## config.mk

```make
export PLATFORM = sky130hd
export DESIGN_NAME = uart_tx485
export DESIGN_NICKNAME = d
export VERILOG_FILES = /design/src/rtl/uart_tx485_pkg.sv /design/src/rtl/tx485_fifo.sv /design/src/rtl/tx485_baud.sv /design/src/rtl/tx485_shift.sv /design/src/rtl/uart_tx485.sv
export SDC_FILE = /design/constraint.sdc
export NUM_CORES = 1
export LEC_CHECK = 0
export CORE_AREA = 4 4 128 130
export DETAILED_ROUTE_END_ITERATION = 8
export DIE_AREA = 0 0 132 134
export DONT_BUFFER_PORTS = 1
export PLACE_DENSITY = 0.72
export SETUP_SLACK_MARGIN = 0.02
export SLEW_MARGIN = 20
export SYNTH_ARGS = -nofsm -noshare
export SYNTH_HDL_FRONTEND = slang
export SYNTH_SLANG_ARGS = --single-unit
```

## constraint.sdc

```tcl
create_clock -name clk -period 3.6 [get_ports clk]
set_input_delay 0.72 -clock clk [delete_from_list [all_inputs] [get_ports clk]]
set_output_delay 0.72 -clock clk [all_outputs]
set_load 0.01 [all_outputs]
```

## src/rtl/uart_tx485_pkg.sv

```systemverilog
package uart_tx485_pkg;
    localparam int CHAR_W  = 9;
    localparam int FRAME_W = CHAR_W + 2;
    localparam int IDX_W   = $clog2(FRAME_W);

    typedef struct packed {
        logic               busy;
        logic               txd;
        logic [IDX_W-1:0]   idx;
        logic [IDX_W-1:0]   last;
        logic [FRAME_W-1:0] frame;
    } shift_st_t;
endpackage

```

## src/rtl/tx485_fifo.sv

```systemverilog
module tx485_fifo #(
    parameter int DEPTH = 16,
    parameter int W     = 9
) (
    input  logic                         clk,
    input  logic                         rst_n,
    input  logic                         push,
    input  logic [W-1:0]                 din,
    input  logic                         pop,
    input  logic                         ovf_clr,
    output logic [W-1:0]                 dout,
    output logic                         full,
    output logic                         empty,
    output logic [$clog2(DEPTH+1)-1:0]   level,
    output logic                         overflow
);
    localparam int AW = $clog2(DEPTH);
    localparam int LW = $clog2(DEPTH+1);

    typedef struct packed {
        logic [AW-1:0] wp;
        logic [AW-1:0] rp;
        logic [LW-1:0] cnt;
        logic          ovf;
    } fifo_st_t;

    fifo_st_t st_d, st_q;
    logic [W-1:0] mem [DEPTH];
    logic do_push, do_pop;

    assign full     = (st_q.cnt == LW'(DEPTH));
    assign empty    = (st_q.cnt == '0);
    assign level    = st_q.cnt;
    assign overflow = st_q.ovf;
    assign dout     = mem[st_q.rp];
    assign do_push  = push && !full;
    assign do_pop   = pop && !empty;

    always_comb begin
        st_d = st_q;
        if (do_push) st_d.wp = (st_q.wp == AW'(DEPTH-1)) ? '0 : st_q.wp + 1'b1;
        if (do_pop)  st_d.rp = (st_q.rp == AW'(DEPTH-1)) ? '0 : st_q.rp + 1'b1;
        case ({do_push, do_pop})
            2'b10:   st_d.cnt = st_q.cnt + 1'b1;
            2'b01:   st_d.cnt = st_q.cnt - 1'b1;
            default: st_d.cnt = st_q.cnt;
        endcase
        if (ovf_clr)          st_d.ovf = 1'b0;
        if (push && full)     st_d.ovf = 1'b1;
    end

    always_ff @(posedge clk) begin
        if (!rst_n) st_q <= '0;
        else        st_q <= st_d;
    end

    always_ff @(posedge clk) begin
        if (do_push) mem[st_q.wp] <= din;
    end


    level_bound_chk: assert property (@(posedge clk) disable iff (!rst_n)
        st_q.cnt <= LW'(DEPTH));

    no_overflow_chk: assert property (@(posedge clk) disable iff (!rst_n)
        (push && full && !pop) |=> (level == $past(level)) && overflow);

    ovf_sticky_chk: assert property (@(posedge clk) disable iff (!rst_n)
        (overflow && !ovf_clr) |=> overflow);
endmodule

```

## src/rtl/tx485_baud.sv

```systemverilog
module tx485_baud #(
    parameter int DIV_W = 16
) (
    input  logic             clk,
    input  logic             rst_n,
    input  logic             restart,
    input  logic [DIV_W-1:0] div,
    output logic             tick
);
    logic [DIV_W-1:0] cnt_d, cnt_q;

    assign tick = (cnt_q == div);

    always_comb begin
        if (restart || tick) cnt_d = '0;
        else                 cnt_d = cnt_q + 1'b1;
    end

    always_ff @(posedge clk) begin
        if (!rst_n) cnt_q <= '0;
        else        cnt_q <= cnt_d;
    end
endmodule

```

## src/rtl/tx485_shift.sv

```systemverilog
module tx485_shift
    import uart_tx485_pkg::*;
(
    input  logic              clk,
    input  logic              rst_n,
    input  logic              avail,
    input  logic              nine_mode,
    input  logic [CHAR_W-1:0] char_in,
    input  logic              tick,
    output logic              pop,
    output logic              restart,
    output logic              txd,
    output logic              busy
);
    shift_st_t st_d, st_q;
    logic load;
    logic [IDX_W-1:0] nidx;

    assign txd     = st_q.txd;
    assign busy    = st_q.busy;
    assign pop     = load;
    assign restart = load;
    assign nidx    = st_q.idx + 1'b1;

    always_comb begin
        st_d = st_q;
        load = 1'b0;
        if (!st_q.busy) begin
            load = avail;
        end else if (tick) begin
            if (st_q.idx == st_q.last) begin
                if (avail) load = 1'b1;
                else begin
                    st_d.busy = 1'b0;
                    st_d.txd  = 1'b1;
                end
            end else begin
                st_d.idx = nidx;
                st_d.txd = st_q.frame[nidx];
            end
        end
        if (load) begin
            st_d.busy  = 1'b1;
            st_d.txd   = 1'b0;
            st_d.idx   = '0;
            st_d.last  = nine_mode ? IDX_W'(FRAME_W-1) : IDX_W'(FRAME_W-2);
            st_d.frame = {1'b1, (nine_mode ? char_in[8] : 1'b1), char_in[7:0], 1'b0};
        end
    end

    always_ff @(posedge clk) begin
        if (!rst_n) begin
            st_q      <= '0;
            st_q.txd  <= 1'b1;
        end else begin
            st_q <= st_d;
        end
    end


    bit_hold_chk: assert property (@(posedge clk) disable iff (!rst_n)
        (busy && $past(busy) && !$past(tick) && !$past(load)) |-> (txd == $past(txd)));

    stop_end_chk: assert property (@(posedge clk) disable iff (!rst_n)
        $fell(busy) |-> (txd && $past(txd)));
endmodule

```

## src/rtl/uart_tx485.sv

```systemverilog
module uart_tx485
    import uart_tx485_pkg::*;
#(
    parameter int DEPTH = 16,
    parameter int DIV_W = 16
) (
    input  logic                       clk,
    input  logic                       rst_n,
    input  logic [DIV_W-1:0]           baud_div,
    input  logic                       nine_bit_en,
    input  logic                       wr_en,
    input  logic [CHAR_W-1:0]          wr_data,
    input  logic                       ovf_clr,
    input  logic                       ie_empty,
    input  logic                       ie_half,
    input  logic                       ie_done,
    output logic                       txd,
    output logic                       de,
    output logic                       thre,
    output logic                       temt,
    output logic                       fifo_full,
    output logic [$clog2(DEPTH+1)-1:0] fifo_level,
    output logic                       overflow,
    output logic                       irq_empty,
    output logic                       irq_half,
    output logic                       irq_done
);
    localparam int LW   = $clog2(DEPTH+1);
    localparam int HALF = DEPTH / 2;

    logic              empty, pop, restart, tick, busy;
    logic [CHAR_W-1:0] head;

    tx485_fifo #(.DEPTH(DEPTH), .W(CHAR_W)) u_fifo (
        .clk(clk), .rst_n(rst_n), .push(wr_en), .din(wr_data), .pop(pop),
        .ovf_clr(ovf_clr), .dout(head), .full(fifo_full), .empty(empty),
        .level(fifo_level), .overflow(overflow)
    );

    tx485_baud #(.DIV_W(DIV_W)) u_baud (
        .clk(clk), .rst_n(rst_n), .restart(restart), .div(baud_div), .tick(tick)
    );

    tx485_shift u_shift (
        .clk(clk), .rst_n(rst_n), .avail(!empty), .nine_mode(nine_bit_en),
        .char_in(head), .tick(tick), .pop(pop), .restart(restart),
        .txd(txd), .busy(busy)
    );

    assign de        = busy;
    assign thre      = empty;
    assign temt      = empty && !busy;
    assign irq_empty = ie_empty && empty;
    assign irq_half  = ie_half && (fifo_level <= LW'(HALF));
    assign irq_done  = ie_done && temt;


    de_idle_chk: assert property (@(posedge clk) disable iff (!rst_n)
        !de |-> txd);

    half_covers_empty_chk: assert property (@(posedge clk) disable iff (!rst_n)
        (ie_half && irq_empty) |-> irq_half);

    de_release_chk: assert property (@(posedge clk) disable iff (!rst_n)
        $fell(de) |-> thre);
endmodule

```

==> results.cfg, run 1 <==
[outcome]
status = completed

[clock_tree]
cts_buffers = 17
cts_root_buf = clkbuf_16
cts_max_level = 4
holdBufCountCts = 0
clockBufferDepth = 2
cts_setup_buffers = 0
ctsResizeCount = 0
clock_latency_ns = 0.42
cts_tree = yes
path_clk_slew_ns = 0.07
clock_sinks = 196

[final_layout]
drive_gt1_share_pct = 19.9
n_fill_cell = 1108
final_cell_mix = edfxtp_1, nor2_1, dfxtp_1
nNetsFinal = 594
final_area_um2 = 9080
diodes = 0
final_common_cell = edfxtp_1
synthToLayoutAreaGrowth_pct = 9.97

[synthesis]
yosys_warnings = 0
synth.avg_cell_area_um2 = 15.3
synth.top_cell.area_share_pct = 52.4
synth_flop_cell = edfxtp_1
synth_area_um2 = 8250
synth.distinct_cells = 53
synthArstFlopShare_pct = 0
synthCells = 539
synth_edf_count = 144
ys_ff_latch = 196
seq_area_frac_synth_pct = 65.0
ys_top_cells_by_area = edfxtp_1, dfxtp_1, mux4_2
synth_largest_area_cell = edfxtp_1
syn_nets = 582

[timing]
slew_headroom_pct = 39.4
setup_viol = 0
fin_crit_sh_pct = 91.2
worst_pin_slew_ns = 0.902
finalHoldViolCount = 0
rsz0062_at_grt = false
fin_crit_ns = 3.28
slew_violations = 0
layout_setup_ws_ns = 0.315
setup_tns_ns = 0
finClkSkew_ns = 0.00955
fmax_mhz = 304

[power]
p_switching_mw = 1.70
p_sw_share_pct = 28.9
power_density_nw_per_um2 = 649
leakagePower_nw = 3.03
irDropWorstVdd_uv = 408
pwr-share-seq_pct = 47.0
intPower_mw = 4.19
pwr-share-clk_pct = 30.9
p_comb_share_pct = 22.1

[drt]
drt_pass1_iterations = 5
via_per_inst = 5.94
vias = 4470
wirelength_um = 16100
drc = 0
wire_per_inst_um = 21.5
antenna_left = 0
drt-initial-drc-count = 370

[worst_setup_path]
cp.required_ns = 3.95
r2r_end = u_fifo.level[4]
cp_data_arrival_time_ns = 3.63
end_kind = flop
crit_type = flop to flop
r2r_start = u_fifo.level[0]
reg2regPathDepth = 13
start_kind = flop
path_max_fanout = 9
rrSetupSlack_ns = 0.32
setup.worst_path.start = u_fifo.level[0]

[min_path]
min_path_type = primary input to flop
hold_depth = 0
min_from = wr_data[1]
min_to = u_fifo.mem[14][1]

[placement]
pre_cts_slack_ns = 0.232
portBuffers = 0
place_hpwl_um = 10500
gp_congestion = 0.840
place_area_um2 = 8510

[global_routing]
grt_max_degree = 37
grt_usage_pct = 19.1
grt_remaining_overflow = 0
grt_pass1_vias = 4474
antenna_found_initial = 0
grt_first_pass_wirelength_um = 25400

[die]
dieHeight_um = 134
rows = 45
ios = 47
die_area_um2 = 17700
die_w_um = 132
initial_core_util_pct = 54.5
fp.coreArea_um2 = 15100

[flow_run]
max_cap_violations = 0
## synth_stat cells, types with 4 or more instances
library cell  instances
xnor2_1              25
xor2_1               16
edfxtp_1            144
buf_2                 6
clkbuf_1             14
buf_4                 6
inv_1                10
mux4_2               46
and2_1                5
nor2_1               63
nand4_1               6
mux2i_1              15
nand3_1               8
nand2b_1              4
o21ai_0               7
and3_1                8
nor3_1                6
nand2_1              22
nor2b_1               4
a21oi_1              17
dfxtp_1              52
ha_1                 10
## worst max-delay path: stages, from the launching register on
cell,delay [ns]
dfxtp_1,0.42
nor4_2,0.35
nor2b_1,0.39
nor2_1,0.17
a21oi_2,0.15
inv_1,0.09
ha_1,0.32
xor2_1,0.19
ha_1,0.22
a21o_1,0.20
a31oi_1,0.17
a21oi_1,0.09
o22ai_1,0.23
mux2i_1,0.21
## registers in the layout (all words and copies together), names as in the netlist, named ones only
name / cells
u_baud.cnt_q: 16
u_fifo.level: 5
u_fifo.mem: 144
u_fifo.overflow: 1
u_fifo.st_q: 8
u_shift.busy: 1
u_shift.st_q: 16
u_shift.txd: 1
## stage by stage
stage / std cells / hold slack [ns] / util (%) / total power [mW]
floorplan: 539 / 0.445 / - / 3.88
global placement: 720 / 0.463 / 56.2 / 4.08
detailed placement: 720 / 0.473 / 56.2 / 4.12
CTS: 752 / 0.368 / 59.9 / 5.93
global route: 752 / 0.357 / 59.9 / 6.19
finish: 752 / 0.387 / 59.9 / 5.89
## worst max-delay path by stage
stage / endpoint / slack, ns / depth (start not counted)
floorplan: u_fifo.level[4] / 0.20 / 15
global placement: u_fifo.level[4] / 0.34 / 13
detailed placement: u_fifo.level[4] / 0.23 / 13
CTS: u_fifo.level[4] / 0.31 / 13
global route: u_fifo.level[4] / 0.07 / 13
finish: u_fifo.level[4] / 0.32 / 13
## power by group through the flow
stage                     logic, mW  registers, mW  clock network, mW
after detailed placement       1.30           2.82                  0
after global routing           1.44           2.79               1.96
final                          1.30           2.76               1.82
after global placement         1.27           2.81                  0
after floorplan                1.16           2.73                  0
after CTS                      1.32           2.77               1.85
## cell families (layout without fill, tap and decap cells)
| logic type | after synthesis | count (layout) | synth area share [%] |
|---|---|---|---|
| buffers and inverters | 43 | 68 | 2.59 |
| adders and majority gates | 10 | 10 | 1.52 |
| muxes | 62 | 62 | 14.5 |
| and+or+nand+nor | 140 | 140 | 8.32 |
| AOI/OAI and AO/OA | 47 | 47 | 3.71 |
| DFF | 196 | 196 | 65.0 |
| xor gates and xnor gates | 41 | 41 | 4.35 |
## layout make-up
type                       count  area, µm²  share of cell area (%)
clock buffer                  17        425                    4.69
clock inverter                15        146                    1.61
inverter                      11       41.3                   0.455
multi-input combinational    300       2680                    29.5
sequential                   196       5370                    59.1
tap                          188        235                    2.59
timing repair buffer          25        188                    2.07
## layer usage
metal | vias up | global-route usage [%] | routed length (µm)
li1 | 2057 | - | -
met3 | 22 | 4.43 | 888
met5 | - | 0 | 0
met4 | 0 | 6.42 | 245
met2 | 149 | 32.3 | 8330
met1 | 2242 | 24.6 | 6680
Note: power is estimated with default switching activity, not from simulation.
==> run 2: changes to the inputs <==
--- a/config.mk
+++ b/config.mk
@@ -9,7 +9,7 @@
 export DETAILED_ROUTE_END_ITERATION = 8
 export DIE_AREA = 0 0 132 134
 export DONT_BUFFER_PORTS = 1
-export PLACE_DENSITY = 0.72
+export PLACE_DENSITY = 0.79
 export SETUP_SLACK_MARGIN = 0.02
 export SLEW_MARGIN = 20
 export SYNTH_ARGS = -nofsm -noshare
==> results.cfg, run 2 (synthesized netlist as in run 1, its figures left out) <==
[die]
die_w_um = 132
initial_core_util_pct = 54.5
die_area_um2 = 17700
ios = 47
dieHeight_um = 134
fp.coreArea_um2 = 15100
rows = 45

[clock_tree]
holdBufCountCts = 0
cts_setup_buffers = 0
cts_tree = yes
path_clk_slew_ns = 0.07
cts_max_level = 4
cts_buffers = 17
clock_latency_ns = 0.44
clockBufferDepth = 2
clock_sinks = 196
ctsResizeCount = 0
cts_root_buf = clkbuf_16

[timing]
slew_violations = 0
worst_pin_slew_ns = 1.03
slew_headroom_pct = 31.3
finalHoldViolCount = 0
setup_viol = 0
rsz0062_at_grt = false
fmax_mhz = 312
layout_setup_ws_ns = 0.393
finClkSkew_ns = 0.00756
fin_hold_ws_ns = 0.376
fin_crit_sh_pct = 89.1
fin_crit_ns = 3.21
setup_tns_ns = 0

[worst_setup_path]
r2r_start = u_fifo.level[0]
path_max_fanout = 9
cp.required_ns = 3.96
rrSetupSlack_ns = 0.39
end_kind = flop
reg2regPathDepth = 14
r2r_end = u_fifo.level[4]
start_kind = flop
crit_type = flop to flop
cp_data_arrival_time_ns = 3.57
crit_path_end = u_fifo.level[4]
setup.worst_path.start = u_fifo.level[0]

[final_layout]
final_cell_mix = edfxtp_1, nor2_1, dfxtp_1
top_register = u_fifo.mem
diodes = 0
final_cells = 741
largest_reg_flops = 144
final_common_cell = edfxtp_1
nNetsFinal = 583
utilization_pct = 59.4
drive_gt1_share_pct = 18.3
final_area_um2 = 9000
n_fill_cell = 1080
largestRegisters = u_fifo.mem: 144 flops, u_baud.cnt_q: 16 flops, u_shift.st_q: 16 flops
synthToLayoutAreaGrowth_pct = 9.08

[global_routing]
grt_usage_pct = 18.7
antenna_found_initial = 0
grt_max_degree = 37
grt_remaining_overflow = 0
grt_first_pass_wirelength_um = 25300
grt_pass1_vias = 4552

[placement]
portBuffers = 0
place_hpwl_um = 10300
pre_cts_slack_ns = 0.187
gp_congestion = 0.863
place_area_um2 = 8440
placed_cells = 709

[drt]
antenna_left = 0
drt_pass1_iterations = 5
wirelength_um = 15300
via_per_inst = 5.92
drt-initial-drc-count = 375
vias = 4389
drc = 0
wire_per_inst_um = 20.6

[outcome]
status = completed

[power]
leakagePower_nw = 2.97
intPower_mw = 4.21
finalPower_mw = 5.90
p_sw_share_pct = 28.6
p_switching_mw = 1.69
irDropWorstVdd_uv = 726
p_comb_share_pct = 22.0
power_density_nw_per_um2 = 656
pwr-share-seq_pct = 47.1
pwr-share-clk_pct = 30.9

[flow_run]
max_cap_violations = 0

[min_path]
min_path_type = primary input to flop
==> run 2: routing by layer <==
layer,global-route usage (%),vias to the layer above,wire (µm)
met2,30.3,133,7590
met5,0,-,0
met1,24.3,2208,6560
li1,-,2029,-
met4,5.60,0,167
met3,6.00,19,938
==> run 2: how the worst min path moves through the flow <==
stage / from / endpoint / slack (ns) / cells past startpoint
floorplan: u_shift.st_q[9] / u_shift.st_q[9] / 0.45 / 2
global placement: u_shift.st_q[9] / u_shift.st_q[9] / 0.45 / 2
detailed placement: u_shift.st_q[9] / u_shift.st_q[9] / 0.48 / 2
CTS: wr_data[0] / u_fifo.mem[1][0] / 0.35 / 0
global route: wr_data[0] / u_fifo.mem[4][0] / 0.34 / 0
finish: wr_data[6] / u_fifo.mem[13][6] / 0.38 / 0
==> run 2: cell type report <==
cell class,instances,area (µm²),area share [%]
Clock buffer,17,425,4.72
Clock inverter,15,143,1.58
Inverter,11,41.3,0.459
Multi-Input combinational cell,300,2680,29.7
Sequential cell,196,5370,59.6
Tap cell,188,235,2.61
Timing Repair Buffer,14,118,1.31
==> run 2: critical path: stages, from the launching register on <==
cell	delay [ns]
dfxtp_1	0.41
nor4_2	0.36
nor2b_1	0.21
buf_4	0.18
nor2_1	0.09
a21oi_2	0.15
inv_1	0.09
ha_1	0.31
xor2_1	0.18
ha_1	0.23
a21o_1	0.20
a31oi_1	0.20
a21oi_1	0.10
o22ai_1	0.24
mux2i_1	0.20
==> run 2: power groups by stage <==
stage / clock (mW) / sequential, mW / combinational [mW]
global placement: 0 / 2.82 / 1.27
global route: 1.96 / 2.81 / 1.45
CTS: 1.85 / 2.79 / 1.31
floorplan: 0 / 2.73 / 1.16
finish: 1.82 / 2.78 / 1.30
detailed placement: 0 / 2.84 / 1.30
